$ cat src/rtl/pgwalk_pkg.sv
`timescale 1ns/1ps
package pgwalk_pkg;

   // Entry flag positions; the walker and the tables in memory share them.
   localparam int unsigned PG_P  = 0;
   localparam int unsigned PG_RW = 1;
   localparam int unsigned PG_US = 2;
   localparam int unsigned PG_A  = 5;
   localparam int unsigned PG_D  = 6;

   typedef enum logic [1:0] {
      CZ_NONE   = 2'b00,
      CZ_ABSENT = 2'b01,
      CZ_PROT   = 2'b10
   } cause_e;

   typedef enum logic [2:0] {
      S_IDLE,
      S_RDIR,
      S_RTBL,
      S_WDIR,
      S_WTBL,
      S_FIN
   } walk_st_e;

   // flg = {us, rw, p}: true when the access may use this entry
   function automatic logic pg_allow(input logic [2:0] flg,
                                     input logic       user,
                                     input logic       wr);
      return !user || (flg[2] && (!wr || flg[1]));
   endfunction

endpackage

$ cat src/rtl/pgwalk_agen.sv
`timescale 1ns/1ps
module pgwalk_agen #(
   parameter int unsigned AW       = 32,
   parameter int unsigned DIR_BITS = 10,
   parameter int unsigned TBL_BITS = 10,
   parameter int unsigned OFF_BITS = 12
) (
   input  logic [AW-1:0]          vaddr,
   input  logic [AW-OFF_BITS-1:0] base_frame,
   input  logic [AW-OFF_BITS-1:0] pde_frame,
   input  logic [AW-OFF_BITS-1:0] pte_frame,
   output logic [AW-1:0]          dir_ea,
   output logic [AW-1:0]          tbl_ea,
   output logic [AW-1:0]          pa
);
   localparam int unsigned IX_SH = 2;   // four bytes per entry

   if (DIR_BITS + TBL_BITS + OFF_BITS != AW) begin : g_bad_split
      $error("pgwalk_agen: index and offset widths must sum to AW");
   end
   if (DIR_BITS + IX_SH > OFF_BITS || TBL_BITS + IX_SH > OFF_BITS) begin : g_bad_fit
      $error("pgwalk_agen: an index table must fit inside one frame");
   end

   logic [DIR_BITS-1:0] dir_idx;
   logic [TBL_BITS-1:0] tbl_idx;

   assign dir_idx = vaddr[AW-1 -: DIR_BITS];
   assign tbl_idx = vaddr[OFF_BITS +: TBL_BITS];

   assign dir_ea = {base_frame, {OFF_BITS{1'b0}}} + AW'({dir_idx, {IX_SH{1'b0}}});
   assign tbl_ea = {pde_frame,  {OFF_BITS{1'b0}}} + AW'({tbl_idx, {IX_SH{1'b0}}});
   assign pa     = {pte_frame, vaddr[OFF_BITS-1:0]};

endmodule

$ cat src/rtl/pgwalk_upd.sv
`timescale 1ns/1ps
module pgwalk_upd
   import pgwalk_pkg::*;
#(
   parameter int unsigned EW   = 32,
   parameter bit          LEAF = 1'b0
) (
   input  logic [EW-1:0] ent,
   input  logic          wr,
   output logic [EW-1:0] nxt,
   output logic          chg
);
   if (EW <= PG_D) begin : g_bad_width
      $error("pgwalk_upd: entry too narrow for its flags");
   end

   localparam logic [EW-1:0] A_M = EW'(1) << PG_A;
   localparam logic [EW-1:0] D_M = EW'(1) << PG_D;

   logic [EW-1:0] set_m;

   if (LEAF) begin : g_leaf
      assign set_m = A_M | (wr ? D_M : '0);
   end else begin : g_node
      logic unused_wr;
      assign unused_wr = wr;
      assign set_m     = A_M;
   end

   assign nxt = ent | set_m;
   assign chg = (nxt != ent);

endmodule

$ cat src/rtl/pgwalk.sv
`timescale 1ns/1ps
module pgwalk
   import pgwalk_pkg::*;
#(
   parameter int unsigned AW       = 32,
   parameter int unsigned DIR_BITS = 10,
   parameter int unsigned TBL_BITS = 10,
   parameter int unsigned OFF_BITS = 12
) (
   input  logic          clk,
   input  logic          rst_n,
   input  logic          req_valid,
   output logic          req_ready,
   input  logic [AW-1:0] req_vaddr,
   input  logic          req_write,
   input  logic          req_user,
   input  logic [AW-1:0] dir_base,
   output logic          mem_req,
   output logic          mem_we,
   output logic [AW-1:0] mem_addr,
   output logic [AW-1:0] mem_wdata,
   input  logic [AW-1:0] mem_rdata,
   input  logic          mem_ready,
   output logic          done,
   output logic [1:0]    fault_cause,
   output logic [AW-1:0] paddr
);
   localparam int unsigned LEVELS = 2;
   localparam int unsigned FW     = AW - OFF_BITS;

   if (AW != 32) begin : g_bad_aw
      $error("pgwalk: entry layout assumes 32-bit words");
   end

   walk_st_e      st;
   cause_e        cause_q;
   logic [AW-1:0] va_q, pde_q, pte_q;
   logic          wr_q, usr_q;

   logic [AW-1:0] dir_ea, tbl_ea, pa;
   logic [AW-1:0] lvl_ent [LEVELS];
   logic [AW-1:0] lvl_nxt [LEVELS];
   logic          lvl_chg [LEVELS];
   logic          rd_present, rd_allow;
   logic          unused_base;

   assign unused_base = ^dir_base[OFF_BITS-1:0];

   pgwalk_agen #(
      .AW(AW), .DIR_BITS(DIR_BITS), .TBL_BITS(TBL_BITS), .OFF_BITS(OFF_BITS)
   ) u_agen (
      .vaddr     (va_q),
      .base_frame(dir_base[AW-1:OFF_BITS]),
      .pde_frame (pde_q[AW-1:OFF_BITS]),
      .pte_frame (pte_q[AW-1:OFF_BITS]),
      .dir_ea    (dir_ea),
      .tbl_ea    (tbl_ea),
      .pa        (pa)
   );

   assign lvl_ent[0] = pde_q;
   assign lvl_ent[1] = pte_q;

   for (genvar g = 0; g < LEVELS; g++) begin : g_lvl
      pgwalk_upd #(.EW(AW), .LEAF(g == LEVELS-1)) u_upd (
         .ent(lvl_ent[g]),
         .wr (wr_q),
         .nxt(lvl_nxt[g]),
         .chg(lvl_chg[g])
      );
   end

   // checks run on the word as it returns from memory
   assign rd_present = mem_rdata[PG_P];
   assign rd_allow   = pg_allow(mem_rdata[2:0], usr_q, wr_q);

   always_ff @(posedge clk) begin
      if (!rst_n) begin
         st      <= S_IDLE;
         cause_q <= CZ_NONE;
         va_q    <= '0;
         pde_q   <= '0;
         pte_q   <= '0;
         wr_q    <= 1'b0;
         usr_q   <= 1'b0;
      end else begin
         unique case (st)
            S_IDLE: if (req_valid) begin
               va_q    <= req_vaddr;
               wr_q    <= req_write;
               usr_q   <= req_user;
               cause_q <= CZ_NONE;
               st      <= S_RDIR;
            end
            S_RDIR: if (mem_ready) begin
               pde_q <= mem_rdata;
               if (!rd_present) begin
                  cause_q <= CZ_ABSENT;
                  st      <= S_FIN;
               end else if (!rd_allow) begin
                  cause_q <= CZ_PROT;
                  st      <= S_FIN;
               end else begin
                  st <= S_RTBL;
               end
            end
            S_RTBL: if (mem_ready) begin
               pte_q <= mem_rdata;
               if (!rd_present) begin
                  cause_q <= CZ_ABSENT;
                  st      <= S_FIN;
               end else if (!rd_allow) begin
                  cause_q <= CZ_PROT;
                  st      <= S_FIN;
               end else begin
                  st <= lvl_chg[0] ? S_WDIR : S_WTBL;
               end
            end
            S_WDIR: if (mem_ready) st <= S_WTBL;
            S_WTBL: if (!lvl_chg[1] || mem_ready) st <= S_FIN;
            S_FIN:  st <= S_IDLE;
            default: st <= S_IDLE;
         endcase
      end
   end

   assign req_ready   = (st == S_IDLE);
   assign mem_req     = (st == S_RDIR) || (st == S_RTBL) || (st == S_WDIR) ||
                        ((st == S_WTBL) && lvl_chg[1]);
   assign mem_we      = (st == S_WDIR) || (st == S_WTBL);
   assign mem_addr    = ((st == S_RDIR) || (st == S_WDIR)) ? dir_ea : tbl_ea;
   assign mem_wdata   = (st == S_WDIR) ? lvl_nxt[0] : lvl_nxt[1];
   assign done        = (st == S_FIN);
   assign fault_cause = cause_q;
   assign paddr       = (cause_q == CZ_NONE) ? pa : '0;

   // a taken request makes the walker busy
   a_r1_busy_after_take: assert property (@(posedge clk) disable iff (!rst_n)
      (req_valid && req_ready) |=> !req_ready);

   // request held steady until the memory answers
   a_r11_hold: assert property (@(posedge clk) disable iff (!rst_n)
      (mem_req && !mem_ready) |=> (mem_req && $stable(mem_addr) && $stable(mem_we)));

   // word aligned accesses
   a_r11_align: assert property (@(posedge clk) disable iff (!rst_n)
      mem_req |-> (mem_addr[1:0] == 2'b00));

   // every write-back carries the accessed flag
   a_r7_abit: assert property (@(posedge clk) disable iff (!rst_n)
      (mem_req && mem_we) |-> mem_wdata[PG_A]);

   // directory dirty flag never altered
   a_r8_dir_clean: assert property (@(posedge clk) disable iff (!rst_n)
      (mem_req && mem_we && st == S_WDIR) |-> (mem_wdata[PG_D] == pde_q[PG_D]));

   // table write keeps every bit but the two flags
   a_r9_keep_bits: assert property (@(posedge clk) disable iff (!rst_n)
      (mem_req && mem_we && st == S_WTBL) |->
         ((mem_wdata | 32'h60) == (pte_q | 32'h60)));

   // no write on a faulting walk
   a_r9_no_fault_write: assert property (@(posedge clk) disable iff (!rst_n)
      (mem_req && mem_we) |-> (cause_q == CZ_NONE));

   // done lasts one cycle
   a_r10_pulse: assert property (@(posedge clk) disable iff (!rst_n)
      done |=> !done);

   // cause code always legal at completion
   a_r5_legal_cause: assert property (@(posedge clk) disable iff (!rst_n)
      done |-> (fault_cause != 2'b11));

endmodule

$ cat config.mk
export PLATFORM = sky130hd
export DESIGN_NAME = pgwalk
export DESIGN_NICKNAME = d
export VERILOG_FILES = /design/src/rtl/pgwalk_pkg.sv /design/src/rtl/pgwalk_agen.sv /design/src/rtl/pgwalk_upd.sv /design/src/rtl/pgwalk.sv
export SDC_FILE = /design/constraint.sdc
export NUM_CORES = 1
export LEC_CHECK = 0
export ABC_AREA = 1
export BUFFER_PORTS_ARGS = -buffer_cell sky130_fd_sc_hd__buf_4
export CORE_ASPECT_RATIO = 0.8
export CORE_MARGIN = 2
export CORE_UTILIZATION = 40
export DETAILED_ROUTE_END_ITERATION = 7
export PLACE_DENSITY = 0.73
export RECOVER_POWER = 25
export REMOVE_ABC_BUFFERS = 1
export SETUP_SLACK_MARGIN = 0.2
export SLEW_MARGIN = 20
export SYNTH_ARGS = -nofsm -noshare
export SYNTH_HDL_FRONTEND = slang
export SYNTH_SLANG_ARGS = --single-unit
$ cat constraint.sdc
create_clock -name clk -period 1.2 [get_ports clk]
set_clock_uncertainty 0.1 [all_clocks]
set_input_delay 0.18 -clock clk [delete_from_list [all_inputs] [get_ports clk]]
set_output_delay 0.18 -clock clk [all_outputs]
set_load 0.01 [all_outputs]
==> reports/metrics.cfg <==
[critical_path]
cp_data_required_time_ps=920
cp_top_family=buffers and inverters
cpPeakStageDelay_ps=380
reg2reg_slack_ps=-690
cpMostUsedCell=buf_4
slowest_stage=dfxtp_4
crit_chain=nor2_4 -> nand2_4 -> buf_4 -> clkbuf_16 -> o21ai_0 -> buf_4
end_kind=output port
rr_worst_depth=12
critPathKind=reg2out
critPathBufInv=3
startpoint_type=register
worstReg2RegStart=st[1]
worst-path-max-fanout=16
r2r-end=st[2]
worstPathArrival_ps=1740

[layout]
final_common_cell=buf_4
diodes=0
fillers=502
final_cell_mix=buf_4 (170), dfxtp_1 (98), buf_6 (81)
drive_above_1_share=0.6096
ff_latch_area_sq_um=2073
fin_nets=1060
design_area_sq_um=9956
area_growth_pct=115.3
multi_input_comb_area_sq_um=3363

[power]
pwr-share-clk=0.148
leakage_uw=0.004184
switching_share=0.4028
ir_drop_uv=2050
power.net_switching_uw=8750
seq_power_share=0.212
p_comb_frac=0.639
powerDensity_nw_per_um2=2182
p_int_uw=12970

[worst_hold_path]
min_from=req_vaddr[2]
hold_class=in2reg
min_path_cells=3
holdPathEnd=va_q[2]

[timing]
worstMarginPinSlew_ps=784.2
setup_ws_ps=-824.3
hold_ws_ps=-2.805
min_period_ps=2024
drv_slew=0
finalHoldViolations=1
period_share=1.687
slew_headroom=0.4766
report.final.setup_viol=200
rsz0062_at_grt=yes
max_freq_mhz=494.0

[place]
place_area_sq_um=6406
port_buffers=188
place_ws_ps=-353.2
globalplace.congestion=0.8874
place_hpwl_um=9408

[route]
wl_per_cell_um=21.50
drt-total-wl_um=23890
postRouteAntennaNets=0
drc=0
drt-vias-per-instance=5.603
vias=6225
drt_iter0_markers=438
dr.pass1.iters=5

[clock_tree]
worst_skew_pair.late_latency_ps=350
cts_tree=done
clk_pin_slew_worst_paths_ps=70
cts_sinks=103
clk_path_buf_depth=2
htree_levels=3
cts_buffers=9
clockRootBuffer=clkbuf_16

[status]
failed_checks=hold timing, setup timing
status=complete, but fails checks

[global_routing]
grt_use_total=0.3140
overflow=0
grt_pass1_vias=5789
antenna_found_initial=0
grt_pass1_wl_um=30930
grt_max_degree=51

[job]
max-cap-violations=0

[logic_synthesis]
ys_warn_count=0
yosys.area.top_type_share=0.4459
synth_top_cells_by_area=dfxtp_1 (45%), o21ai_0 (14%), a21oi_1 (9.2%)
synthCells=658
synth_area_leader_cell=dfxtp_1
ys_seq_area_frac=0.4459
syn_avg_cell_area_sq_um=7.028
synth_area_sq_um=4624
synth.distinct_cells=25
ys_ff_latch=103

[die]
ios=204
rows=35
core_area_sq_um=11390
die_area_sq_um=12440
initial_core_util=0.4062
die_w_um=124.2
die_h_um=100.2

## how the worst max path moves through the flow
stage	from	endpoint	slack (ps)	depth (start not counted)
after CTS	st[1]	mem_addr[19]	-700	9
after detailed placement	st[0]	va_q[3]	-350	8
after global placement	st[2]	mem_wdata[2]	-310	5
after global routing	st[1]	mem_wdata[16]	-840	7
final	st[2]	mem_wdata[16]	-820	6
after floorplan	st[1]	mem_addr[10]	-1060	5
## synthesized netlist by cell type (all sizes together)
cell    instances
nor3            2
clkbuf         27
mux2           10
nand4           1
o21ai         138
buf            21
inv            79
conb            2
nand3          21
nor2           75
nand2          91
or2             2
a21oi          86
dfxtp         103
## kinds of logic after synthesis
group,Yosys count,synth area share
other,2,0.001624
multiplexers,10,0.02435
AND/OR/NAND/NOR,192,0.1707
flip-flops,103,0.4459
buffers and inverters,127,0.1142
AO/OA/AOI/OAI,224,0.2432
## sequential cells by signal (all words and copies together) (netlist names)
register / flops
wr_q: 1
usr_q: 1
pde_q: 32
fault_cause: 2
st: 3
pte_q: 32
va_q: 32
## layer usage
metal | track usage | vias to the layer above | wire length, um
li1 | - | 2762 | -
met1 | 0.3825 | 2958 | 8843
met2 | 0.5511 | 410 | 12240
met3 | 0.06343 | 95 | 1829
met4 | 0.1245 | 0 | 969
met5 | 0 | - | 0
## power by group through the flow
stage	sequential, uW	combinational, uW	clock (uW)
2_1_floorplan	4450	3020	0
3_3_place_gp	4470	6150	0
3_5_place_dp	4490	6190	0
4_1_cts	4480	11400	3190
5_1_grt	4670	14400	3370
6_report	4610	13900	3220
## worst reg2reg max path: stages, from the launching register on
cell and delay (ps):
dfxtp_2 360, inv_4 60, buf_4 130, buf_6 100
buf_6 120, nor3_4 220, buf_6 160, buf_6 90
buf_6 100, nand2_4 60, nand3_2 70, nand2_2 60
a21oi_2 180
## through the flow
step | total power [uW] | util | cells | setup TNS (ps)
finish | 21720 | 0.8744 | 1111 | -106280
global route | 22480 | 0.8744 | 1111 | -115770
CTS | 19080 | 0.7969 | 1095 | -93170
detailed placement | 10680 | 0.5626 | 992 | -48980
global placement | 10610 | 0.5626 | 992 | -41560
floorplan | 7468 | - | 611 | -98450
## what timing repair did
action,in CTS,in global routing
gates cloned,23,6
setup buffers,31,10
endpoints found under the setup margin,202,202
hold buffers,33,0
pin swaps,49,35
hold endpoints to repair,37,0
gates resized for setup,399,199
## layout make-up
class / count / share of cell area
clock buffer: 11 / 0.02438
clock inverter: 5 / 0.008169
inverter: 79 / 0.03356
multi-input combinational: 430 / 0.3378
sequential: 103 / 0.2082
tap: 148 / 0.01860
timing repair buffer: 334 / 0.3681
timing repair inverter: 1 / 0.001131
(Power assumes the default switching activity.)
